--- src/rtl/fts_pkg.sv ---
`timescale 1ns/1ps
// Shared encodings for the fetch thread selector.
// Assumes: the policy and mode codes are driven by configuration and are stable.
package fts_pkg;
    typedef enum logic [1:0] {
        POL_OCC    = 2'd0,
        POL_BRANCH = 2'd1,
        POL_DMISS  = 2'd2,
        POL_QPOS   = 2'd3
    } fetch_policy_e;

    typedef enum logic [1:0] {
        MODE_ONE_FULL   = 2'd0,
        MODE_TWO_HALF   = 2'd1,
        MODE_FOUR_QUART = 2'd2,
        MODE_TWO_FULL   = 2'd3
    } fetch_mode_e;

    localparam int GRANT_SLOTS = 4;
endpackage

--- src/rtl/fts_sat_counter.sv ---
`timescale 1ns/1ps
// Up/down counter that saturates at both ends, with a clear input that wins.
// Assumes: inc and dec are single-cycle event pulses; both high means a net change of zero.
module fts_sat_counter #(
    parameter int W = 6
) (
    input  logic         clk,
    input  logic         rst_n,
    input  logic         clr,
    input  logic         inc,
    input  logic         dec,
    output logic [W-1:0] cnt
);
    localparam logic [W-1:0] CMAX = '1;

    // Apply clear, then a single-direction step bounded by the limits.
    always_ff @(posedge clk) begin
        if (!rst_n)                             cnt <= '0;
        else if (clr)                           cnt <= '0;
        else if (inc && !dec && cnt != CMAX)    cnt <= cnt + 1'b1;
        else if (dec && !inc && cnt != '0)      cnt <= cnt - 1'b1;
    end

    a_r9_top_sticks: assert property (@(posedge clk) disable iff (!rst_n)
        (!clr && inc && !dec && cnt == CMAX) |=> (cnt == CMAX));
    a_r9_bottom_sticks: assert property (@(posedge clk) disable iff (!rst_n)
        (!clr && dec && !inc && cnt == '0) |=> (cnt == '0));
    a_r9_net_zero: assert property (@(posedge clk) disable iff (!rst_n)
        (!clr && inc && dec) |=> $stable(cnt));
    a_r10_clear: assert property (@(posedge clk) disable iff (!rst_n)
        clr |=> (cnt == '0));
endmodule

--- src/rtl/fts_pick.sv ---
`timescale 1ns/1ps
// Ordered selection of up to SLOTS eligible threads by ascending key.
// Ties are broken by the distance counted upward from ptr.
// Assumes: N is a power of two, so the rotation distance wraps naturally.
module fts_pick #(
    parameter int N     = 8,
    parameter int KW    = 6,
    parameter int SLOTS = 4,
    localparam int IW = $clog2(N),
    localparam int SW = $clog2(SLOTS + 1)
) (
    input  logic [N-1:0][KW-1:0]    key,
    input  logic [N-1:0]            elig,
    input  logic [IW-1:0]           ptr,
    input  logic [SW-1:0]           nslots,
    output logic [SLOTS-1:0]        vld,
    output logic [SLOTS-1:0][IW-1:0] tid
);
    logic [N-1:0]       taken;
    logic               found;
    logic [IW-1:0]      bidx;
    logic [IW-1:0]      rot;
    logic [KW+IW-1:0]   bcost;
    logic [KW+IW-1:0]   cost;

    // Repeated minimum search; each winner is removed before the next slot.
    always_comb begin
        vld   = '0;
        tid   = '0;
        taken = '0;
        found = 1'b0;
        bidx  = '0;
        bcost = '1;
        rot   = '0;
        cost  = '0;
        for (int s = 0; s < SLOTS; s++) begin
            found = 1'b0;
            bidx  = '0;
            bcost = '1;
            for (int t = 0; t < N; t++) begin
                rot  = IW'(t) - ptr;
                cost = {key[t], rot};
                if (elig[t] && !taken[t] && (!found || cost < bcost)) begin
                    found = 1'b1;
                    bidx  = IW'(t);
                    bcost = cost;
                end
            end
            if (found && (s < int'(nslots))) begin
                vld[s]      = 1'b1;
                tid[s]      = bidx;
                taken[bidx] = 1'b1;
            end
        end
    end
endmodule

--- src/rtl/fts_select.sv ---
`timescale 1ns/1ps
// Fetch thread selector: per-thread event counters, policy key mux,
// eligibility mask, partition decode, and the rotating tie pointer.
// Assumes: N_THR is a power of two; event pulses are one cycle wide.
module fts_select #(
    parameter int N_THR   = 8,
    parameter int CNT_W   = 6,
    parameter int DIST_W  = 6,
    parameter int FETCH_W = 8,
    localparam int IW    = $clog2(N_THR),
    localparam int SLOTS = fts_pkg::GRANT_SLOTS,
    localparam int BW    = $clog2(FETCH_W + 1)
) (
    input  logic                     clk,
    input  logic                     rst_n,
    input  logic [1:0]               cfg_policy,
    input  logic [1:0]               cfg_mode,
    input  logic [N_THR-1:0]         thr_active,
    input  logic [N_THR-1:0]         thr_imiss,
    input  logic [N_THR-1:0]         thr_flush,
    input  logic [N_THR-1:0]         occ_inc,
    input  logic [N_THR-1:0]         occ_dec,
    input  logic [N_THR-1:0]         br_inc,
    input  logic [N_THR-1:0]         br_dec,
    input  logic [N_THR-1:0]         dmiss_inc,
    input  logic [N_THR-1:0]         dmiss_dec,
    input  logic [N_THR*DIST_W-1:0]  qpos_dist,
    output logic [SLOTS-1:0]         grant_vld,
    output logic [SLOTS*IW-1:0]      grant_tid,
    output logic [SLOTS*BW-1:0]      grant_budget
);
    import fts_pkg::*;

    localparam int KW = (CNT_W > DIST_W) ? CNT_W : DIST_W;
    localparam int SW = $clog2(SLOTS + 1);

    logic [N_THR-1:0][CNT_W-1:0] occ_cnt, br_cnt, dm_cnt;
    logic [N_THR-1:0][KW-1:0]    key;
    logic [N_THR-1:0]            elig;
    logic [IW-1:0]               ptr;
    logic [SW-1:0]               nslots;
    logic [BW-1:0]               budget;
    logic [SLOTS-1:0]            pick_vld;
    logic [SLOTS-1:0][IW-1:0]    pick_tid;

    // Three saturating counters per thread, cleared by that thread's flush.
    for (genvar g = 0; g < N_THR; g++) begin : g_thr
        fts_sat_counter #(.W(CNT_W)) u_occ (
            .clk(clk), .rst_n(rst_n), .clr(thr_flush[g]),
            .inc(occ_inc[g]), .dec(occ_dec[g]), .cnt(occ_cnt[g]));
        fts_sat_counter #(.W(CNT_W)) u_br (
            .clk(clk), .rst_n(rst_n), .clr(thr_flush[g]),
            .inc(br_inc[g]), .dec(br_dec[g]), .cnt(br_cnt[g]));
        fts_sat_counter #(.W(CNT_W)) u_dm (
            .clk(clk), .rst_n(rst_n), .clr(thr_flush[g]),
            .inc(dmiss_inc[g]), .dec(dmiss_dec[g]), .cnt(dm_cnt[g]));
    end

    // Select each thread's ranking key; queue distance is inverted so farther wins.
    always_comb begin
        for (int t = 0; t < N_THR; t++) begin
            case (fetch_policy_e'(cfg_policy))
                POL_OCC:    key[t] = KW'(occ_cnt[t]);
                POL_BRANCH: key[t] = KW'(br_cnt[t]);
                POL_DMISS:  key[t] = KW'(dm_cnt[t]);
                default:    key[t] = KW'(~qpos_dist[t*DIST_W +: DIST_W]);
            endcase
        end
    end

    // Eligibility mask: running, not waiting on fetch, not being flushed.
    assign elig = thr_active & ~thr_imiss & ~thr_flush;

    // Decode the partition mode into a slot count and a per-slot budget.
    always_comb begin
        case (fetch_mode_e'(cfg_mode))
            MODE_ONE_FULL:   begin nslots = SW'(1); budget = BW'(FETCH_W);     end
            MODE_TWO_HALF:   begin nslots = SW'(2); budget = BW'(FETCH_W / 2); end
            MODE_FOUR_QUART: begin nslots = SW'(4); budget = BW'(FETCH_W / 4); end
            default:         begin nslots = SW'(2); budget = BW'(FETCH_W);     end
        endcase
    end

    fts_pick #(.N(N_THR), .KW(KW), .SLOTS(SLOTS)) u_pick (
        .key(key), .elig(elig), .ptr(ptr), .nslots(nslots),
        .vld(pick_vld), .tid(pick_tid));

    // Advance the tie pointer after every cycle that issues a grant.
    always_ff @(posedge clk) begin
        if (!rst_n)          ptr <= '0;
        else if (|pick_vld)  ptr <= ptr + 1'b1;
    end

    // Flatten the slot outputs; an empty slot reports zero budget.
    assign grant_vld = pick_vld;
    for (genvar s = 0; s < SLOTS; s++) begin : g_slot
        assign grant_tid[s*IW +: IW]    = pick_tid[s];
        assign grant_budget[s*BW +: BW] = pick_vld[s] ? budget : '0;

        a_r7_grant_eligible: assert property (@(posedge clk) disable iff (!rst_n)
            grant_vld[s] |-> (thr_active[pick_tid[s]] && !thr_imiss[pick_tid[s]]
                              && !thr_flush[pick_tid[s]]));
        a_r7_empty_zero: assert property (@(posedge clk) disable iff (!rst_n)
            !grant_vld[s] |-> (pick_tid[s] == '0 && grant_budget[s*BW +: BW] == '0));
        if (s > 0) begin : g_pair
            a_r2_packed: assert property (@(posedge clk) disable iff (!rst_n)
                grant_vld[s] |-> grant_vld[s-1]);
            a_r3_ranked: assert property (@(posedge clk) disable iff (!rst_n)
                grant_vld[s] |-> (key[pick_tid[s-1]] <= key[pick_tid[s]]));
            for (genvar r = 0; r < s; r++) begin : g_dist
                a_r7_distinct: assert property (@(posedge clk) disable iff (!rst_n)
                    grant_vld[s] |-> (pick_tid[s] != pick_tid[r]));
            end
        end
    end

    a_r2_slot_limit: assert property (@(posedge clk) disable iff (!rst_n)
        $countones(grant_vld) <= int'(nslots));
    a_r8_ptr_step: assert property (@(posedge clk) disable iff (!rst_n)
        (|grant_vld) |=> (ptr == IW'($past(ptr) + 1'b1)));
    a_r8_ptr_hold: assert property (@(posedge clk) disable iff (!rst_n)
        !(|grant_vld) |=> $stable(ptr));
endmodule

--- config.mk ---
export PLATFORM = sky130hd
export DESIGN_NAME = fts_select
export DESIGN_NICKNAME = d
export VERILOG_FILES = /design/src/rtl/fts_pkg.sv /design/src/rtl/fts_sat_counter.sv /design/src/rtl/fts_pick.sv /design/src/rtl/fts_select.sv
export SDC_FILE = /design/constraint.sdc
export NUM_CORES = 1
export LEC_CHECK = 0
export ABC_CLOCK_PERIOD_IN_PS = 93200
export BUFFER_PORTS_ARGS = -buffer_cell sky130_fd_sc_hd__buf_2
export CAP_MARGIN = 20
export CORE_MARGIN = 1.5
export CORE_UTILIZATION = 55
export DETAILED_ROUTE_END_ITERATION = 10
export HOLD_SLACK_MARGIN = 0.06
export PLACE_DENSITY = 0.71
export SYNTH_ARGS = -nofsm -noshare
export SYNTH_HDL_FRONTEND = slang
export SYNTH_SLANG_ARGS = --single-unit
--- constraint.sdc ---
create_clock -name clk -period 93.2 [get_ports clk]
set_input_delay 13.98 -clock clk [delete_from_list [all_inputs] [get_ports clk]]
set_output_delay 13.98 -clock clk [all_outputs]
set_load 0.01 [all_outputs]
==> metrics.txt, run 1 <==
WS Path Type in2out; Routed WL 68000 um; final slew viol count 0; clk_lat worst skew 0.51 ns; Starting Density 56.1%; crit-path max cell delay 0.66 ns; Pint 168 uW; Post-CTS Hold Buffers 0; CTS tree done; Avg Cell Area, Syn 8.20 um^2; root buf cell clkbuf_16; most frequent cells in the layout ha_1 (322), nor2_1 (308), a21oi_1 (223); leading cell type in the layout, fill and taps excluded ha_1; CP dominant cell by count a21oi_1; fin cells 3254; Buf+Inv Stages, Crit Path 18; Rel. slew slack 29.4%; Final Cycle Share 95.9%; met2 usage 56.2%; max_cap viols 0; Synth warnings 0; Detailed Place HPWL 53300 um; GRT Util Overall 34.4%; Synth cell types 111; via count 20700; Ports 158; Seq. cell area 0.00294 mm^2; met3 usage in global routing 6.53%; gr busiest metal met2; # DRC 0; Fin. Hold Viols 0; Synth async-reset ratio 0%; Gate power share 51.5%; Critical R2R Launch g_thr[4].u_br.cnt[0]; final layout net count 3201; initial antenna violation count 4; grt met1 use 44.4%; Worst setup SP type primary input; vias in the first global route 20000; H-tree depth 4; Sw Share 43.7%; final core utilization 62.5%; Overall Power 298 uW; Max VDD drop 15.0 uV; pwr dens 12.6 mW/mm^2; Worst Skew 0.0172 ns; Synth top area share 19.0%; CP max stage cell mux4_2; I/O Buffers 153; Core Area 0.0378 mm^2; DIE WIDTH 199 um; area grow syn2layout 11.4%; area of the multi-input gates 0.0176 mm^2; Crit. End Element output port; sequential-to-total area share from yosys stat 13.9%; Tightest Pin Transition 1.06 ns; CP top delay family compound AO/OA/AOI/OAI gates; status complete, no violations; gpl congestion 0.956; DIE AREA 0.0397 mm^2; top cells by area, synth ha_1 (19%), dfxtp_1 (14%), nor2_1 (5.5%), a21oi_1 (5.4%), mux4_2 (5.1%); antenna-violating nets left 0; dpl ws -1.20 ns; Highest Clock Rate 11.2 MHz; CTS max path bufs 2; Syn Inst Count 2584; Main synth FF type dfxtp_1; largest net degree at the start of global routing 44; initial DRC count 1803; Die Y 199 um; switching power 130 uW; FILL cells 3349; endpoints failing setup 0; Num CTS Buffers 17; Leak Pwr 11.7 nW; Critical R2R Capture g_thr[4].u_br.cnt[5]; Worst path depth 331; Reg power frac 24.1%; min cycle time layout 89.39 ns; largest area contributor in the netlist ha_1; CP max FO 25; Worst setup startpoint cfg_policy[0]; DR vias/cell 6.37; post-synthesis cell area 0.0212 mm^2; Design Area, Final 0.0236 mm^2; crit path capture grant_tid[9]; GRT Residual Overflow 0; FF-to-FF setup slack 90.33 ns; Critical Path AT 75.41 ns; drt first pass iters 6; std cell rows 71; wire length per cell 20.9 um; Placed Cells 3194; Worst R2R Path Depth 10; Seq cells post-synth 147; Sink Count 147; layout cell share with drive strength beyond 1 16.8%; required time of the critical path 79.22 ns; placed inst area 0.0225 mm^2; Hold WC Path Type reg2reg; number of flops mapped to enable cells by yosys 0; clock power share 24.4%; Final WS setup 3.81 ns; clock transition at the registers of the reported paths 0.07 ns; first-pass GRT wire length 106000 um
## area by class of cell
cell class / instances / area share, %
multi-input cells: 2186 / 74.4
flip-flops and latches: 147 / 12.5
repair buffers: 217 / 5.33
well taps: 511 / 2.71
inverters: 160 / 2.54
clock buffers: 18 / 1.82
clock inverters: 14 / 0.705
diodes: 1 / 0.0106
## routing by layer
| metal | up-vias | share of wire (%) |
|---|---|---|
| met5 | - | 0.015 |
| met4 | 2 | 3.6 |
| met3 | 159 | 8.1 |
| met2 | 849 | 46 |
| met1 | 9802 | 43 |
| li1 | 9916 | - |
## power by group through the flow
stage | Combinational [mW] | Sequential (mW) | Clock (mW)
floorplan | 0.107 | 0.0716 | 0
global placement | 0.140 | 0.0729 | 0
detailed placement | 0.145 | 0.0732 | 0
CTS | 0.146 | 0.0718 | 0.0753
global route | 0.168 | 0.0726 | 0.0766
finish | 0.153 | 0.0718 | 0.0728
## what timing repair did
| action | in CTS | in global routing |
|---|---|---|
| setup buffers | 0 | 23 |
| gates resized for setup | 8 | 68 |
| setup endpoints to repair | 3 | 3 |
| pin swaps | 0 | 10 |
| gates cloned | 0 | 4 |
## worst register-to-register path, cell delays in order (launching register included)
cell and delay (ns):
dfxtp_1 0.46, nand4_1 0.12, o21ai_0 0.65, ha_1 0.37
a21o_1 0.17, a21o_1 0.20, a21o_1 0.18, a21oi_1 0.16
mux2i_1 0.23, xnor2_1 0.14, nor2_1 0.05
## cell families (layout without fill, tap and decap cells)
| kind of cell | Yosys count | count (layout) | synth area share (%) |
|---|---|---|---|
| compound gates | 771 | 771 | 24.8 |
| xor+xnor | 124 | 124 | 5.13 |
| fa+ha+maj | 346 | 346 | 21.3 |
| buf+inv | 258 | 409 | 4.84 |
| flops | 147 | 147 | 13.9 |
| mux | 191 | 191 | 12.1 |
| other cells | 1 | 5 | 0.0177 |
| simple gates | 746 | 750 | 17.9 |
## synth_stat cells (8+ instances only)
| library cell | count |
|---|---|
| a211oi_1 | 26 |
| a21boi_0 | 10 |
| a21o_1 | 128 |
| a21oi_1 | 229 |
| a22oi_1 | 11 |
| a311oi_1 | 15 |
| a31oi_1 | 30 |
| and2_1 | 14 |
| and3_1 | 9 |
| and4_1 | 26 |
| buf_1 | 20 |
| buf_2 | 13 |
| clkbuf_1 | 57 |
| dfxtp_1 | 147 |
| fa_1 | 24 |
| ha_1 | 322 |
| inv_1 | 159 |
| mux2_2 | 43 |
| mux2i_1 | 99 |
| mux4_2 | 48 |
| nand2_1 | 110 |
| nand2b_1 | 48 |
| nand3_1 | 18 |
| nand4_1 | 53 |
| nor2_1 | 313 |
| nor2b_1 | 35 |
| nor3_1 | 16 |
| o211ai_1 | 23 |
| o21a_1 | 18 |
| o21ai_0 | 108 |
| o21ai_1 | 11 |
| o21bai_1 | 19 |
| o2bb2ai_1 | 8 |
| o311a_1 | 16 |
| o31ai_1 | 16 |
| or2_2 | 24 |
| or3_1 | 11 |
| or4_1 | 25 |
| xnor2_1 | 67 |
| xor2_1 | 57 |
## through the flow
step	TNS, ns	hold WS, ns
after global routing	-0.836	0.557
after CTS	0	0.518
after detailed placement	-3.49	0.508
after global placement	-0.806	0.485
final	0	0.523
after floorplan	0	0.472
## flip-flops by register name, summed over array words and instances (netlist names)
| name | cells |
|---|---|
| g_thr.u_dm.cnt | 48 |
| ptr | 3 |
| g_thr.u_br.cnt | 48 |
| g_thr.u_occ.cnt | 48 |
## worst min path at each step
stage | from | to | slack (ns) | cells after the start
6_report | g_thr[2].u_br.cnt[5] | g_thr[2].u_br.cnt[5] | 0.52 | 2
5_1_grt | g_thr[2].u_br.cnt[5] | g_thr[2].u_br.cnt[5] | 0.56 | 2
4_1_cts | g_thr[2].u_dm.cnt[5] | g_thr[2].u_dm.cnt[5] | 0.52 | 2
3_5_place_dp | g_thr[2].u_dm.cnt[5] | g_thr[2].u_dm.cnt[5] | 0.51 | 2
3_3_place_gp | g_thr[2].u_dm.cnt[5] | g_thr[2].u_dm.cnt[5] | 0.49 | 2
2_1_floorplan | g_thr[2].u_dm.cnt[5] | g_thr[2].u_dm.cnt[5] | 0.47 | 2
No activity file was read; power rests on OpenSTA's default activity.
==> inputs of run 2 (changes only) <==
==> constraint.sdc (replaced) <==
create_clock -name clk -period 93.2 [get_ports clk]
set_input_delay 9.32 -clock clk [delete_from_list [all_inputs] [get_ports clk]]
set_output_delay 9.32 -clock clk [all_outputs]
set_load 0.01 [all_outputs]
==> metrics.txt, run 2 (synthesis results as in run 1) <==
status complete, no violations; diode count 0 (-1); crit-path max cell delay 0.99 ns (+0.33 ns); Tightest Pin Transition 1.17 ns (+0.114 ns); Rel. slew slack 19.8% (-9.6 points); Core Area 0.0378 mm^2 (unchanged); GRT Residual Overflow 0 (unchanged); Die Y 199 um (unchanged); first-pass GRT wire length 103000 um (-2.6%); required time of the critical path 83.88 ns (+4.66 ns); DIE AREA 0.0397 mm^2 (unchanged); Worst setup startpoint cfg_policy[1]; Crit. End Element output port; pwr dens 12.5 mW/mm^2 (-0.62%); Highest Clock Rate 11.4 MHz (+2.3%); via count 20400 (-1.6%); Hold WC Path Type reg2reg; final layout net count 3148 (-1.7%); min cycle time layout 87.38 ns (-2.01 ns); CTS tree done; Final Cycle Share 93.8% (-2.2 points); CP top delay family compound AO/OA/AOI/OAI gates; Ports 158 (unchanged); WS Path Type in2out; initial DRC count 1628 (-9.7%); Fin. Hold Viols 0 (unchanged); gpl congestion 0.995 (+4.1%); FF-to-FF setup slack 90.31 ns (-0.02 ns); Leak Pwr 11.3 nW (-3.2%); largest net degree at the start of global routing 49 (+11%); Max VDD drop 15.4 uV (+3.0%); endpoints failing setup 0 (unchanged); CP dominant cell by count a21oi_1; Worst Skew 0.0177 ns (+0.000545 ns); Sink Count 147 (unchanged); Critical Path AT 78.06 ns (+2.65 ns); switching power 126 uW (-3.5%); Worst setup SP type primary input; final slew viol count 0 (unchanged); Routed WL 66200 um (-2.6%); crit path capture grant_tid[9]; Sw Share 43.9% (+0.13 points); Reg power frac 25.1% (+1.0 points); Pint 161 uW (-4.0%); wire length per cell 20.7 um (-1.0%); area of the multi-input gates 0.0172 mm^2 (-1.8%); Worst path depth 314 (-5.1%); DIE WIDTH 199 um (unchanged); layout cell share with drive strength beyond 1 13.7% (-3.1 points); RSZ-0062 raised after global routing false; H-tree depth 4 (unchanged); Critical R2R Capture g_thr[4].u_br.cnt[5]; leading cell type in the layout, fill and taps excluded ha_1; GRT Util Overall 33.6% (-0.73 points); vias in the first global route 19600 (-2.4%); clock transition at the registers of the reported paths 0.07 ns (about the same); root buf cell clkbuf_16; Gate power share 51.6% (about the same); setup tns final 0 ns (unchanged); std cell rows 71 (unchanged); Num CTS Buffers 17 (unchanged); Seq. cell area 0.00294 mm^2 (unchanged); Worst R2R Path Depth 10 (unchanged); I/O Buffers 153 (unchanged); CTS max path bufs 2 (unchanged); drt first pass iters 6 (unchanged); setup repair bufs after CTS 0 (unchanged); Top Registers g_thr.u_br.cnt x48, g_thr.u_dm.cnt x48, g_thr.u_occ.cnt x48; Starting Density 56.1% (unchanged); clock power share 23.3% (-1.1 points); area grow syn2layout 7.84%; Worst Hold Slack 0.515 ns (-0.00807 ns); CP max FO 48 (+92%); max_cap viols 0 (unchanged); FILL cells 3451 (+3.0%); most frequent cells in the layout ha_1 (322), nor2_1 (312), a21oi_1 (227); antenna-violating nets left 0 (unchanged); DR vias/cell 6.37 (about the same); Detailed Place HPWL 51900 um (-2.5%); Critical R2R Launch g_thr[4].u_br.cnt[1]; Buf+Inv Stages, Crit Path 7 (-11); CP max stage cell a2111oi_0; initial antenna violation count 3 (-1); clk_lat worst skew 0.50 ns (about the same); # DRC 0 (unchanged)
[run 2: power by group through the flow]
stage	registers [mW]	clock network, mW	logic [mW]
floorplan	0.0716	0	0.107
global placement	0.0730	0	0.139
detailed placement	0.0733	0	0.143
CTS	0.0718	0.0687	0.145
global route	0.0726	0.0707	0.163
finish	0.0720	0.0669	0.148
[run 2: repair_timing]
| item | in CTS | in global routing |
|---|---|---|
| setup endpoints to repair | 0 | 3 |
| hold buffers | 0 | 0 |
| resized for setup | 0 | 4 |
[run 2: worst min-delay path by stage]
stage,cells after the start,endpoint,startpoint,slack (ns)
final,2,g_thr[0].u_dm.cnt[5],g_thr[0].u_dm.cnt[5],0.52
after global placement,2,g_thr[2].u_dm.cnt[5],g_thr[2].u_dm.cnt[5],0.49
after floorplan,2,g_thr[2].u_dm.cnt[5],g_thr[2].u_dm.cnt[5],0.47
after global routing,2,g_thr[2].u_dm.cnt[5],g_thr[2].u_dm.cnt[5],0.54
after CTS,2,g_thr[0].u_dm.cnt[5],g_thr[0].u_dm.cnt[5],0.52
after detailed placement,2,g_thr[2].u_dm.cnt[5],g_thr[2].u_dm.cnt[5],0.51
[run 2: per-stage QoR]
stage,utilization (%),power [mW],cells,cell area (um^2),setup WS (ns)
finish,60.5,0.287,3200,22800,5.82
global route,60.5,0.306,3200,22800,0.0523
CTS,60.4,0.285,3197,22800,5.32
floorplan,-,0.178,2587,21200,16.17
global placement,59.0,0.212,3165,22300,6.75
detailed placement,59.0,0.217,3165,22300,5.53
[run 2: cell type report]
| cell class | count | share of cell area [%] |
|---|---|---|
| repair buffers | 168 | 3.88 |
| multi-input cells | 2182 | 75.5 |
| clock inverters | 13 | 0.438 |
| inverters | 160 | 2.63 |
| flip-flops and latches | 147 | 12.9 |
| well taps | 511 | 2.80 |
| clock buffers | 19 | 1.89 |
[run 2: worst reg2reg max path, cell delays in order (launching register included)]
cell,delay [ns]
dfxtp_1,0.45
nand4_1,0.12
o21ai_0,0.66
ha_1,0.37
a21o_1,0.17
a21o_1,0.19
a21o_1,0.17
a21oi_1,0.18
mux2i_1,0.24
xnor2_1,0.14
nor2_1,0.05
[run 2: metal layers]
metal	global-route usage (%)	up-vias	wire length (um)
met5	0	-	21
met2	54.4	763	29900
met3	7.04	140	5510
met1	43.8	9696	28600
met4	13.0	4	2090
li1	-	9792	-
==> inputs of run 3 (changes only) <==
- CELL_PAD_IN_SITES_DETAIL_PLACEMENT: default -> 1
- CELL_PAD_IN_SITES_GLOBAL_PLACEMENT: default -> 1
- CORE_UTILIZATION: 55 -> 48
- PLACE_DENSITY: 0.71 -> 0.81
==> metrics.txt, run 3 (synthesis results as in run 1) <==
status complete, no violations; Critical R2R Capture g_thr[4].u_br.cnt[5]; area grow syn2layout 8.48%; Post-CTS Hold Buffers 0 (unchanged); drt first pass iters 5 (-1); H-tree depth 4 (unchanged); CP dominant cell by count a21oi_1; std cell rows 76 (+7.0%); pwr dens 12.8 mW/mm^2 (+2.2%); CP max stage cell mux4_2; final slew viol count 0 (unchanged); Buf+Inv Stages, Crit Path 8 (+1); Hold Startpoint g_thr[3].u_occ.cnt[5]; Rel. slew slack 28.6% (+8.8 points); final core utilization 53.1% (-7.4 points); largest net degree at the start of global routing 49 (unchanged); # DRC 0 (unchanged); Highest Clock Rate 11.3 MHz (-0.94%); setup tns final 0 ns (unchanged); Routed WL 74800 um (+13%); Num CTS Buffers 17 (unchanged); hold depth 2 (unchanged); root buf cell clkbuf_16; Sink Count 147 (unchanged); first-pass GRT wire length 118000 um (+14%); Hold WC Path Type reg2reg; max_cap viols 0 (unchanged); gpl congestion 0.975 (-2.0%); DR vias/cell 6.39 (+0.20%); Critical Path AT 78.89 ns (+0.83 ns); vias in the first global route 21700 (+11%); Top Registers g_thr.u_br.cnt x48, g_thr.u_dm.cnt x48, g_thr.u_occ.cnt x48; layout cell share with drive strength beyond 1 13.7% (+0.037 points); Fin. Hold Viols 0 (unchanged); via count 20900 (+2.5%); Hold Path Sink g_thr[3].u_occ.cnt[5]; Worst Skew 0.00832 ns (-0.00942 ns); Detailed Place HPWL 59200 um (+14%); Die Y 213 um (+6.9%); CTS tree done; initial antenna violation count 0 (-3); CP top delay family compound AO/OA/AOI/OAI gates; Ports 158 (unchanged); Core Area 0.0433 mm^2 (+15%); initial DRC count 1359 (-17%); FF-to-FF setup slack 90.16 ns (-0.15 ns); antenna-violating nets left 0 (unchanged); wire length per cell 22.9 um (+11%); placed inst area 0.0224 mm^2 (+0.48%); min cycle time layout 88.21 ns (+0.831 ns); Crit. End Element output port; CTS max path bufs 2 (unchanged); DIE WIDTH 213 um (+6.9%); most frequent cells in the layout ha_1 (322), nor2_1 (312), a21oi_1 (227); Critical R2R Launch g_thr[4].u_br.cnt[0]; setup repair bufs after CTS 0 (unchanged); DIE AREA 0.0454 mm^2 (+14%); Final Cycle Share 94.6% (+0.89 points); Starting Density 49.0% (-7.1 points); diode count 0 (unchanged); required time of the critical path 83.88 ns (about the same); endpoints failing setup 0 (unchanged); clock transition at the registers of the reported paths 0.06 ns (about the same); Max VDD drop 16.5 uV (+6.5%); leading cell type in the layout, fill and taps excluded ha_1; final layout net count 3148 (unchanged); crit-path max cell delay 0.73 ns (-0.26 ns); Worst R2R Path Depth 10 (unchanged); clk_lat worst skew 0.49 ns (about the same); Design Area, Final 0.0230 mm^2 (+0.60%); GRT Util Overall 33.4% (-0.23 points); Leak Pwr 11.3 nW (+0.18%); Tightest Pin Transition 1.07 ns (-0.102 ns); WS Path Type in2out; Gates resized, CTS repair 0 (unchanged); CP max FO 48 (unchanged); RSZ-0062 raised after global routing false; GRT Residual Overflow 0 (unchanged); Worst setup SP type primary input; I/O Buffers 153 (unchanged)
## run 3: cell types whose count changed in the layout (fill, tap and decap cells not counted), sizes merged
cell,change
clkinvlp,-2
clkinv,+1
clkbuf,+5
bufinv,+1
inv,-5
## run 3: how the worst max path moves through the flow
| stage | cells past startpoint | end | slack, ns | startpoint |
|---|---|---|---|---|
| after floorplan | 344 | grant_tid[9] | 16.17 | cfg_policy[0] |
| after global placement | 320 | grant_tid[9] | 7.13 | cfg_policy[0] |
| after detailed placement | 320 | grant_tid[9] | 4.43 | cfg_policy[0] |
| after CTS | 319 | grant_tid[9] | 4.07 | cfg_policy[0] |
| after global routing | 323 | grant_tid[9] | 0.03 | cfg_policy[0] |
| final | 320 | grant_tid[9] | 4.99 | cfg_policy[1] |
## run 3: per-layer routing
metal	part of all wire [%]	GRT usage, %
met3	5.4	5.44
met2	48	56.6
met5	0	0
met4	3.1	12.5
met1	44	42.5
## run 3: area by class of cell
class / count / area, um^2
repair buffers: 168 / 888
well taps: 585 / 732
multi-input cells: 2182 / 17300
fillers: 5279 / 20300
clock buffers: 24 / 482
clock inverters: 8 / 77.6
flip-flops and latches: 147 / 2940
inverters: 160 / 601
## run 3: tightest hold or removal path, cell delays in order (launching register included)
cell     delay (ns)
dfxtp_1        0.34
o21ai_0        0.09
a21oi_1        0.06
## run 3: power breakdown
part / switching (mW) / internal, mW
sequential: 0.00575 / 0.0665
clock: 0.0310 / 0.0386
combinational: 0.0918 / 0.0609
total: 0.129 / 0.166
## run 3: through the flow
step | power, mW | std cells | setup WS [ns] | hold WS, ns
6_report | 0.295 | 3274 | 4.99 | 0.533
5_1_grt | 0.314 | 3274 | 0.0277 | 0.555
4_1_cts | 0.294 | 3272 | 4.07 | 0.530
3_5_place_dp | 0.222 | 3240 | 4.43 | 0.517
3_3_place_gp | 0.213 | 3240 | 7.13 | 0.491
2_1_floorplan | 0.178 | 2587 | 16.17 | 0.472
